`config.mk`:
```
export PLATFORM = sky130hd
export DESIGN_NAME = misr_golden_gate
export DESIGN_NICKNAME = d
export VERILOG_FILES = /design/src/rtl/misr_golden_gate.sv
export SDC_FILE = /design/constraint.sdc
export NUM_CORES = 1
export LEC_CHECK = 0
export ABC_AREA = 1
export BUFFER_PORTS_ARGS = -buffer_cell sky130_fd_sc_hd__buf_2
export CORE_AREA = 2 2 135 137
export CTS_CLUSTER_SIZE = 20
export DETAILED_ROUTE_END_ITERATION = 6
export DIE_AREA = 0 0 137 139
export PLACE_DENSITY = 0.8
export REMOVE_ABC_BUFFERS = 1
export SLEW_MARGIN = 20
export SYNTH_ARGS = -nofsm -noshare
export SYNTH_HDL_FRONTEND = slang
export SYNTH_SLANG_ARGS = --single-unit
```
`constraint.sdc`:
```
create_clock -name clk -period 4.5 [get_ports clk]
set_clock_uncertainty 0.05 [all_clocks]
set_input_delay 0.45 -clock clk [delete_from_list [all_inputs] [get_ports clk]]
set_output_delay 0.45 -clock clk [all_outputs]
set_load 0.02 [all_outputs]
```
`src/rtl/misr_golden_gate.sv`:
```
module misr_golden_gate #(
  parameter int W = 32,
  parameter int SPS = 8,
  parameter int NSLOT = 2,
  parameter int DEPTH = 64,
  parameter logic [W-1:0] POLY = 32'h0040_0007
) (
  input  logic clk,
  input  logic rst_n,
  input  logic dbg_valid,
  input  logic [W-1:0] dbg_word,
  input  logic ll_valid,
  input  logic [W-1:0] ll_sig,
  output logic [$clog2(DEPTH)-1:0] gold_addr,
  input  logic [W-1:0] gold_data,
  output logic tb_we,
  output logic [$clog2(DEPTH)-1:0] tb_addr,
  output logic [W-1:0] tb_wdata,
  output logic tag_valid,
  output logic tag_bit,
  output logic overflow
);
  localparam int AW = $clog2(DEPTH);
  localparam int PW = AW + 1;
  localparam int CW = (SPS > 1) ? $clog2(SPS) : 1;
  localparam int SW = $clog2(NSLOT + 1);
  localparam int IW = (NSLOT > 1) ? $clog2(NSLOT) : 1;

  logic [W-1:0] acc, acc_nxt;
  logic [CW-1:0] wcnt;
  logic [PW-1:0] done, done_n, wp, dbase;
  logic [W-1:0] cap [NSLOT];
  logic [W-1:0] cap_n [NSLOT];
  logic [W-1:0] dbuf [NSLOT];
  logic [SW-1:0] ccnt, cnt_end, dcnt, didx;
  logic last, mism, take, fits, commit, ovf_set;
  logic [PW-1:0] addr_full;

  assign acc_nxt = {acc[W-2:0], 1'b0} ^ (acc[W-1] ? POLY : '0) ^ dbg_word;
  assign last    = dbg_valid && (wcnt == CW'(SPS - 1));
  assign mism    = acc_nxt != gold_data;
  assign done_n  = (done == PW'(DEPTH)) ? done : done + 1'b1;
  assign take    = ll_valid && (ccnt < SW'(NSLOT));
  assign cnt_end = ccnt + SW'(take);
  assign fits    = ({1'b0, wp} + (PW+1)'(cnt_end)) <= {1'b0, done_n};
  assign commit  = last && mism && !overflow && fits;
  assign ovf_set = last && mism && !overflow && !fits;

  for (genvar i = 0; i < NSLOT; i++) begin : g_capn
    assign cap_n[i] = (take && ccnt == SW'(i)) ? ll_sig : cap[i];
  end

  assign gold_addr = done[AW-1:0];
  assign tb_we     = didx < dcnt;
  assign addr_full = dbase + PW'(didx);
  assign tb_addr   = addr_full[AW-1:0];
  assign tb_wdata  = tb_we ? dbuf[didx[IW-1:0]] : '0;

  always_ff @(posedge clk) begin
    if (!rst_n) begin
      acc <= '0;
      wcnt <= '0;
      done <= '0;
      wp <= '0;
      dbase <= '0;
      ccnt <= '0;
      dcnt <= '0;
      didx <= '0;
      tag_valid <= 1'b0;
      tag_bit <= 1'b0;
      overflow <= 1'b0;
      for (int i = 0; i < NSLOT; i++) begin
        cap[i] <= '0;
        dbuf[i] <= '0;
      end
    end else begin
      tag_valid <= last;
      if (last) tag_bit <= mism;
      if (ovf_set) overflow <= 1'b1;

      if (dbg_valid) begin
        if (last) begin
          acc <= '0;
          wcnt <= '0;
          done <= done_n;
        end else begin
          acc <= acc_nxt;
          wcnt <= wcnt + 1'b1;
        end
      end

      if (last) begin
        ccnt <= '0;
      end else if (take) begin
        cap[ccnt[IW-1:0]] <= ll_sig;
        ccnt <= ccnt + 1'b1;
      end

      if (last) begin
        for (int i = 0; i < NSLOT; i++) dbuf[i] <= cap_n[i];
        dcnt <= commit ? cnt_end : '0;
        didx <= '0;
        dbase <= wp;
        if (commit) wp <= wp + PW'(cnt_end);
      end else if (tb_we) begin
        didx <= didx + 1'b1;
      end
    end
  end

  p_tag_single_r2: assert property (@(posedge clk) disable iff (!rst_n)
    tag_valid |=> !tag_valid);
  p_tag_cause_r2: assert property (@(posedge clk) disable iff (!rst_n)
    tag_valid |-> $past(dbg_valid));
  p_gold_step_r3: assert property (@(posedge clk) disable iff (!rst_n)
    (tag_valid && $past(done) != PW'(DEPTH)) |-> gold_addr == AW'($past(gold_addr) + 1'b1));
  p_drain_ends_r6: assert property (@(posedge clk) disable iff (!rst_n)
    (last && tb_we) |-> (didx + 1'b1 == dcnt));
  p_match_no_write_r7: assert property (@(posedge clk) disable iff (!rst_n)
    (tag_valid && !tag_bit) |-> !tb_we);
  p_write_compared_r8: assert property (@(posedge clk) disable iff (!rst_n)
    tb_we |-> ({1'b0, tb_addr} < done));
  p_ovf_sticky_r8: assert property (@(posedge clk) disable iff (!rst_n)
    overflow |=> overflow);
  p_no_store_ovf_r8: assert property (@(posedge clk) disable iff (!rst_n)
    (overflow && $past(overflow)) |-> !tb_we);
endmodule

```
==> results.md, run 1 <==
- Clock root cell: clkbuf_16
- Die ar.: approximately 0.019 mm^2
- Clk pwr share: a little under two fifths
- Share of cells above drive strength 1: roughly 15%
- Final hold violations: 0
- Top cell type's share of synthesized area: between 30% and 40%
- Slew Viols, Final: 0
- Logic pwr share: 12.3%
- H-tree levels: 4
- # nets final: 1500
- Initial core utilization: about 57%
- DRC: 0
- Buffers and inverters on the worst path: 6
- Top cell type by total area after synthesis: edfxtp_1
- First-pass GRT wire length: 36.8 mm
- Drt first-iter violations: 592
- Worst-skew pair later-pin latency: 0.43 ns
- Via count: 8601
- Total negative slack: 0 ns
- Die height: around 140 um
- Crit-path leading delay family: adder cells
- Detailed Routing Iterations Pass 1: 7
- Leak Pwr: about 5.2 nW
- Period utilisation layout: approximately nine tenths
- Setup-failing EPs final: 0
- Syn-to-layout area delta: 14.5%
- TritonCTS clock tree: done
- CP arrival: approximately 4.2 ns
- Final instance area: roughly 0.011 mm^2
- Peak VDD IR: between 0.0002 and 0.0003 V
- Netlist cell types: 33
- P_int: approximately 3 mW
- CTS Buf Count: 17
- Grt met2 use: 43.6%
- Sw frac: between 20% and 30%
- CP startpoint kind: register
- Met3 Usage GRT: between 5 and 6%
- Max incr delay on CP: approximately 0.4 ns
- Hold/Removal Path Class: in -> reg
- Top FF cell, synth: edfxtp_1
- Synth Instances: about 1300
- Crit path max-delay cell type: a21oi_2
- I/O pin count: between 100 and 150
- Antenna violations before repair: 2
- Site Rows: 49
- GPL Wtd Cong: around 0.81
- RSZ-0062 raised after global routing: false
- Switching power: between 1 and 1.5 mW
- Top-count cell post-synth: nand2_1
- DPL Wire Length: between 10 and 15 mm
- Relative slew slack: roughly a quarter
- Synth Cell Area: 0.0100 mm^2
- Largest net degree at the start of global routing: 69
- Post-CTS setup buffers: 0
- Clk pin slew, worst setup/hold paths: around 0.07 ns
- CTS Hold Bufs: 0
- Dpl cell area: 0.0109 mm^2
- Worst-margin pin slew: 1.10 ns
- Seq pwr share: between 50% and 60%
- Core Footprint: 0.0177 mm^2
- Fmax: between 0.2 and 0.3 GHz
- Outcome: finished clean
- CP Data Required Time: 4.77 ns
- M1 GR Usage: 29.0%
- Post-Syn Area per Cell: roughly 8 um^2
- Post-synth EDFFs: approximately 130
- Worst setup EP type: register
- Yosys warning total: 0
- FF+latch count, synth: between 150 and 200
- Clock sinks: between 150 and 200
- Part of the Yosys area used for sequential elements: about half
- GRT overflow: 0
- Critical path class: reg -> reg
- Max Cap Violations: 0
- Post-cts sizing count: 0
- Synth cell count leaders: 394 x nand2_1, 148 x inv_1, 143 x a21oi_1
- Vias per cell: between 5 and 6
- WL final: 22.8 mm
- Async SR Flop Fraction: 0%
- Top cell by count, worst path: inv_1
- Routed WL per cell: 14.0 um
- Die Wd: 137 um
- Gr busiest metal: met2
- Synth top area cells: edfxtp_1 38%, nand2_1 15%, dfxtp_1 13%
- Power per cell area: 352 mW/mm^2
- Post-route ant nets: 0
- Worst-case clock buffer depth: 2
- Vias in the first global route: ~8000
- Tmin final: 3.96 ns
- CP Cell Sequence: inv_1 -> nand2_1 -> inv_2 -> ha_1 -> ha_1 -> inv_1 -> fa_1 -> or2_2 -> nor2_1 -> nand2_1 -> xor2_1 -> inv_1 -> ha_1 -> inv_1 -> nor2_1 -> nor3b_1 -> o21ai_1 -> a21oi_2 -> buf_4 -> nand3_1 -> nand2_1 -> nor2_1
- Total global-route track usage: about 24%
- Crit-path max FO: 9
- Buffers on Ports: 147
worst register-to-register path: cells and delay by family, from the launching register on:
| family | cells | cell delay (ns) |
|---|---|---|
| AOI/OAI and AO/OA | 2 | 0.52 |
| adders and majority gates | 4 | 1.14 |
| xor gates and xnor gates | 1 | 0.17 |
| and+or+nand+nor | 9 | 1.05 |
| buffers and inverters | 6 | 0.57 |
| DFF | 1 | 0.36 |
final cells by class:
type,instances,area (um^2)
sequential,193,5140
timing repair buffer,161,853
inverter,160,601
multi-input combinational,846,3980
fill,1481,6200
tap,229,287
clock inverter,13,159
antenna,2,5.00
clock buffer,19,433
through the flow:
stage / hold WS (ns) / std cells / power [mW] / setup WS [ns] / util, %
floorplan: 0.377 / 1199 / 2.36 / 0.0631 / -
global placement: 0.391 / 1589 / 2.52 / 0.552 / 61.5
detailed placement: 0.392 / 1589 / 2.55 / 0.493 / 61.5
CTS: 0.235 / 1621 / 4.05 / 0.533 / 64.9
global route: 0.256 / 1622 / 4.19 / 0.179 / 64.9
finish: 0.254 / 1623 / 4.03 / 0.539 / 64.9
path summary, 6_finish.rpt:
path                            depth (start not counted)  slack (ns)      from       to
worst max-delay path                                   22        0.54   ccnt[1]    wp[6]
worst min-delay path                                    3        0.25  ll_valid  ccnt[1]
worst max register to register                         22        0.54   ccnt[1]    wp[6]
worst min register to register                          2        0.40   dcnt[1]  dcnt[1]
logic make-up after synthesis:
group / Yosys count / share of synthesized area, %
DFF: 193 / 51.4
buffers and inverters: 226 / 8.94
AOI/OAI and AO/OA: 164 / 8.43
and+or+nand+nor: 643 / 26.9
adders and majority gates: 21 / 2.78
xor gates and xnor gates: 18 / 1.57
layout by cell type (no fill, tap or decap), types with 10 or more instances in the layout:
cell	n
nand2_1	392
buf_2	147
inv_1	145
a21oi_1	143
edfxtp_1	128
nand3_1	114
nor2_1	97
dfxtp_1	65
ha_1	19
nand3b_1	18
clkbuf_16	17
xor2_1	13
buf_4	13
inv_2	12
o22ai_1	10
flip-flops by register name (all words and copies together), names as in the netlist, named ones only:
register / cells
tag_valid: 1
dbase: 6
dbuf: 64
didx: 2
acc: 32
wp: 7
ccnt: 2
dcnt: 2
overflow: 1
done: 7
tag_bit: 1
cap: 64
wcnt: 3
power groups by stage:
stage                     sequential (mW)  combinational [mW]  clock [mW]
after CTS                            2.02               0.493        1.54
after global routing                 2.03               0.556        1.60
after global placement               2.05               0.473           0
after floorplan                      2.05               0.316           0
after detailed placement             2.06               0.490           0
final                                2.02               0.494        1.52
layer usage:
metal | part of all wire, % | up-vias
li1 | - | 4306
met1 | 40 | 3991
met2 | 51 | 283
met3 | 7.7 | 21
met4 | 1.1 | 0
met5 | 0 | -
Note: power is estimated with default switching activity, not from simulation.
==> run 2: changes to the inputs <==
--- a/config.mk
+++ b/config.mk
@@ -12,7 +12,6 @@
 export DETAILED_ROUTE_END_ITERATION = 6
 export DIE_AREA = 0 0 137 139
 export PLACE_DENSITY = 0.8
-export REMOVE_ABC_BUFFERS = 1
 export SLEW_MARGIN = 20
 export SYNTH_ARGS = -nofsm -noshare
 export SYNTH_HDL_FRONTEND = slang
==> run 2 against run 1 <==
Effect of this change:
- core utilization decreased by 0.11 points
- wire length down 1.1%
- global-route usage fell by 0.30 points
==> results.md, run 2 (synthesis results as in run 1) <==
- Post-route ant nets: 0 (unchanged)
- Setup-failing EPs final: 0 (unchanged)
- Top cell by count, worst path: inv_1 (unchanged)
- Outcome: finished clean (unchanged)
- CP Cell Sequence: inv_1 -> nand2_1 -> inv_2 -> ha_1 -> ha_1 -> inv_1 -> fa_1 -> or2_2 -> nor2_1 -> nand2_1 -> xor2_1 -> inv_1 -> ha_1 -> inv_1 -> nor2_1 -> nor3b_1 -> o21ai_1 -> a21oi_2 -> buf_4 -> nand3_1 -> nand2_1 -> nor2_1 (unchanged)
- Slew Viols, Final: 0 (unchanged)
- Die Wd: 137 um (unchanged)
- Detailed Routing Iterations Pass 1: 5 (was 7)
- Post-CTS setup buffers: 0 (unchanged)
- WL final: 22.5 mm (was 22.8 mm)
- Final hold violations: 0 (unchanged)
- Syn-to-layout area delta: 14.3% (was 14.5%)
- # nets final: 1501 (was 1500)
- DRC: 0 (unchanged)
- Met3 routed WL: 1.79 mm (was 1.76 mm)
- Largest net degree at the start of global routing: 69 (unchanged)
- Initial core utilization: 56.7% (unchanged)
- Largest regs: cap: 64 flops, dbuf: 64 flops, acc: 32 flops (unchanged)
- Via count: 8566 (was 8601)
- Worst-case clock buffer depth: 2 (unchanged)
- Clock sinks: 193 (unchanged)
- CP arrival: 4.21 ns (was 4.23 ns)
- Period utilisation layout: 87.5% (was 88.0%)
- Crit-path max FO: 9 (unchanged)
- DPL Wire Length: 14.7 mm (was 14.6 mm)
- Worst-skew pair later-pin latency: 0.43 ns (about the same)
- CTS Buf Count: 17 (unchanged)
- Power per cell area: 348 mW/mm^2 (was 352 mW/mm^2)
- Antenna violations before repair: 1 (was 2)
- Max Cap Violations: 0 (unchanged)
- Site Rows: 49 (unchanged)
- Total negative slack: 0 ns (unchanged)
- Final instance area: 0.0114 mm^2 (was 0.0115 mm^2)
- Critical path class: reg -> reg (unchanged)
- I/O pin count: 148 (unchanged)
- H-tree levels: 4 (unchanged)
- Post-cts sizing count: 0 (unchanged)
- Peak VDD IR: 0.000285 V (was 0.000286 V)
- Post-Route M1 WL: 8.91 mm (was 9.07 mm)
- CP startpoint kind: register (unchanged)
- Relative slew slack: 32.4% (was 26.5%)
- Max incr delay on CP: 0.37 ns (was 0.40 ns)
- Top layer in use: met5 (was met4)
- Clk pin slew, worst setup/hold paths: 0.07 ns (about the same)
- Dpl cell area: 0.0109 mm^2 (about the same)
- Worst setup EP type: register (unchanged)
- Worst-margin pin slew: 1.01 ns (was 1.10 ns)
- Final Core Density: 64.8% (was 64.9%)
- Die ar.: 0.0190 mm^2 (unchanged)
- Commonest non-fill, non-tap cells in the layout: 393 x nand2_1, 147 x buf_2, 144 x inv_1, 143 x a21oi_1, 128 x edfxtp_1 (was 392 x nand2_1, 147 x buf_2, 145 x inv_1, 143 x a21oi_1, 128 x edfxtp_1)
- Hold/Removal Path Class: in -> reg (unchanged)
- Commonest non-fill, non-tap cell in the layout: nand2_1 (unchanged)
- Met2 wire len: 11.5 mm (was 11.7 mm)
- Vias per cell: 5.28 (was 5.30)
- Buffers on Ports: 147 (unchanged)
- RSZ-0062 raised after global routing: false (unchanged)
- Core Footprint: 0.0177 mm^2 (unchanged)
- Total global-route track usage: 23.9% (was 24.2%)
- Clock root cell: clkbuf_16 (unchanged)
- Synthesized Nets: about 1400
- Share of cells above drive strength 1: 15.4% (was 15.1%)
- Leak Pwr: 5.22 nW (was 5.21 nW)
- Diodes inserted: 0 (was 2)
- Drt first-iter violations: 675 (was 592)
- Routed WL per cell: 13.9 um (was 14.0 um)
- CTS Hold Bufs: 0 (unchanged)
- Fmax: 0.254 GHz (was 0.252 GHz)
- CP Data Required Time: 4.78 ns (was 4.77 ns)
- First-pass GRT wire length: 36.6 mm (was 36.8 mm)
- TritonCTS clock tree: done (unchanged)
- GPL Wtd Cong: 0.788 (was 0.813)
- GRT overflow: 0 (unchanged)
- Crit path max-delay cell type: dfxtp_1 (was a21oi_2)
- Vias in the first global route: 8089 (was 8003)
- Tmin final: 3.94 ns (was 3.96 ns)
- Die height: 139 um (unchanged)
## run 2: cell types whose count changed in the layout (fill, tap and decap cells not counted), moves of 2 or more
cell / previous run / this run
clkinv_8: 0 / 4
clkbuf_1: 2 / 0
buf_4: 13 / 15
diode_2: 2 / 0
clkinv_1: 6 / 4
bufinv_16: 3 / 0
clkinvlp_4: 3 / 1
inv_6: 2 / 7
## run 2: layout make-up
| class | instances | area, um^2 |
|---|---|---|
| clock inverters | 15 | 159 |
| well taps | 229 | 287 |
| multi-input cells | 846 | 3980 |
| flip-flops and latches | 193 | 5140 |
| repair buffers | 162 | 848 |
| clock buffers | 17 | 425 |
| inverters | 160 | 601 |
| fillers | 1441 | 6220 |
## run 2: layer usage
layer  vias up  GRT usage, %
met2       309          41.9
li1       4307             -
met4         2          7.92
met1      3913          28.6
met5         -             0
met3        35          5.85
## run 2: where the power goes
group          leakage [nW]  switching [mW]  internal (mW)
sequential             1.86          0.0373           1.98
combinational          3.07           0.329          0.161
clock                 0.283           0.735          0.742
## run 2: worst paths after layout
check | cells after the start | to | slack (ns) | from
max | 22 | wp[3] | 0.56 | ccnt[1]
min | 3 | ccnt[1] | 0.23 | ll_valid
max reg2reg | 22 | wp[3] | 0.56 | ccnt[1]
min reg2reg | 2 | dcnt[1] | 0.41 | dcnt[1]
## run 2: stage by stage
| step | power (mW) | setup slack, ns | hold WS [ns] | cells |
|---|---|---|---|---|
| 6_report | 3.98 | 0.563 | 0.226 | 1622 |
| 3_5_place_dp | 2.54 | 0.473 | 0.392 | 1590 |
| 5_1_grt | 4.14 | 0.264 | 0.266 | 1622 |
| 4_1_cts | 3.99 | 0.561 | 0.221 | 1622 |
| 3_3_place_gp | 2.52 | 0.597 | 0.393 | 1590 |
| 2_1_floorplan | 2.38 | 0.769 | 0.377 | 1265 |
## run 2: worst max-delay path, delay by kind of cell (launching register included)
family,cells,cell delay (ns)
adder cells (fa/ha/maj),4,1.12
AND/OR/NAND/NOR,9,1.06
buffers and inverters,6,0.57
AO/OA/AOI/OAI,2,0.48
flip-flops,1,0.37
XOR/XNOR,1,0.20
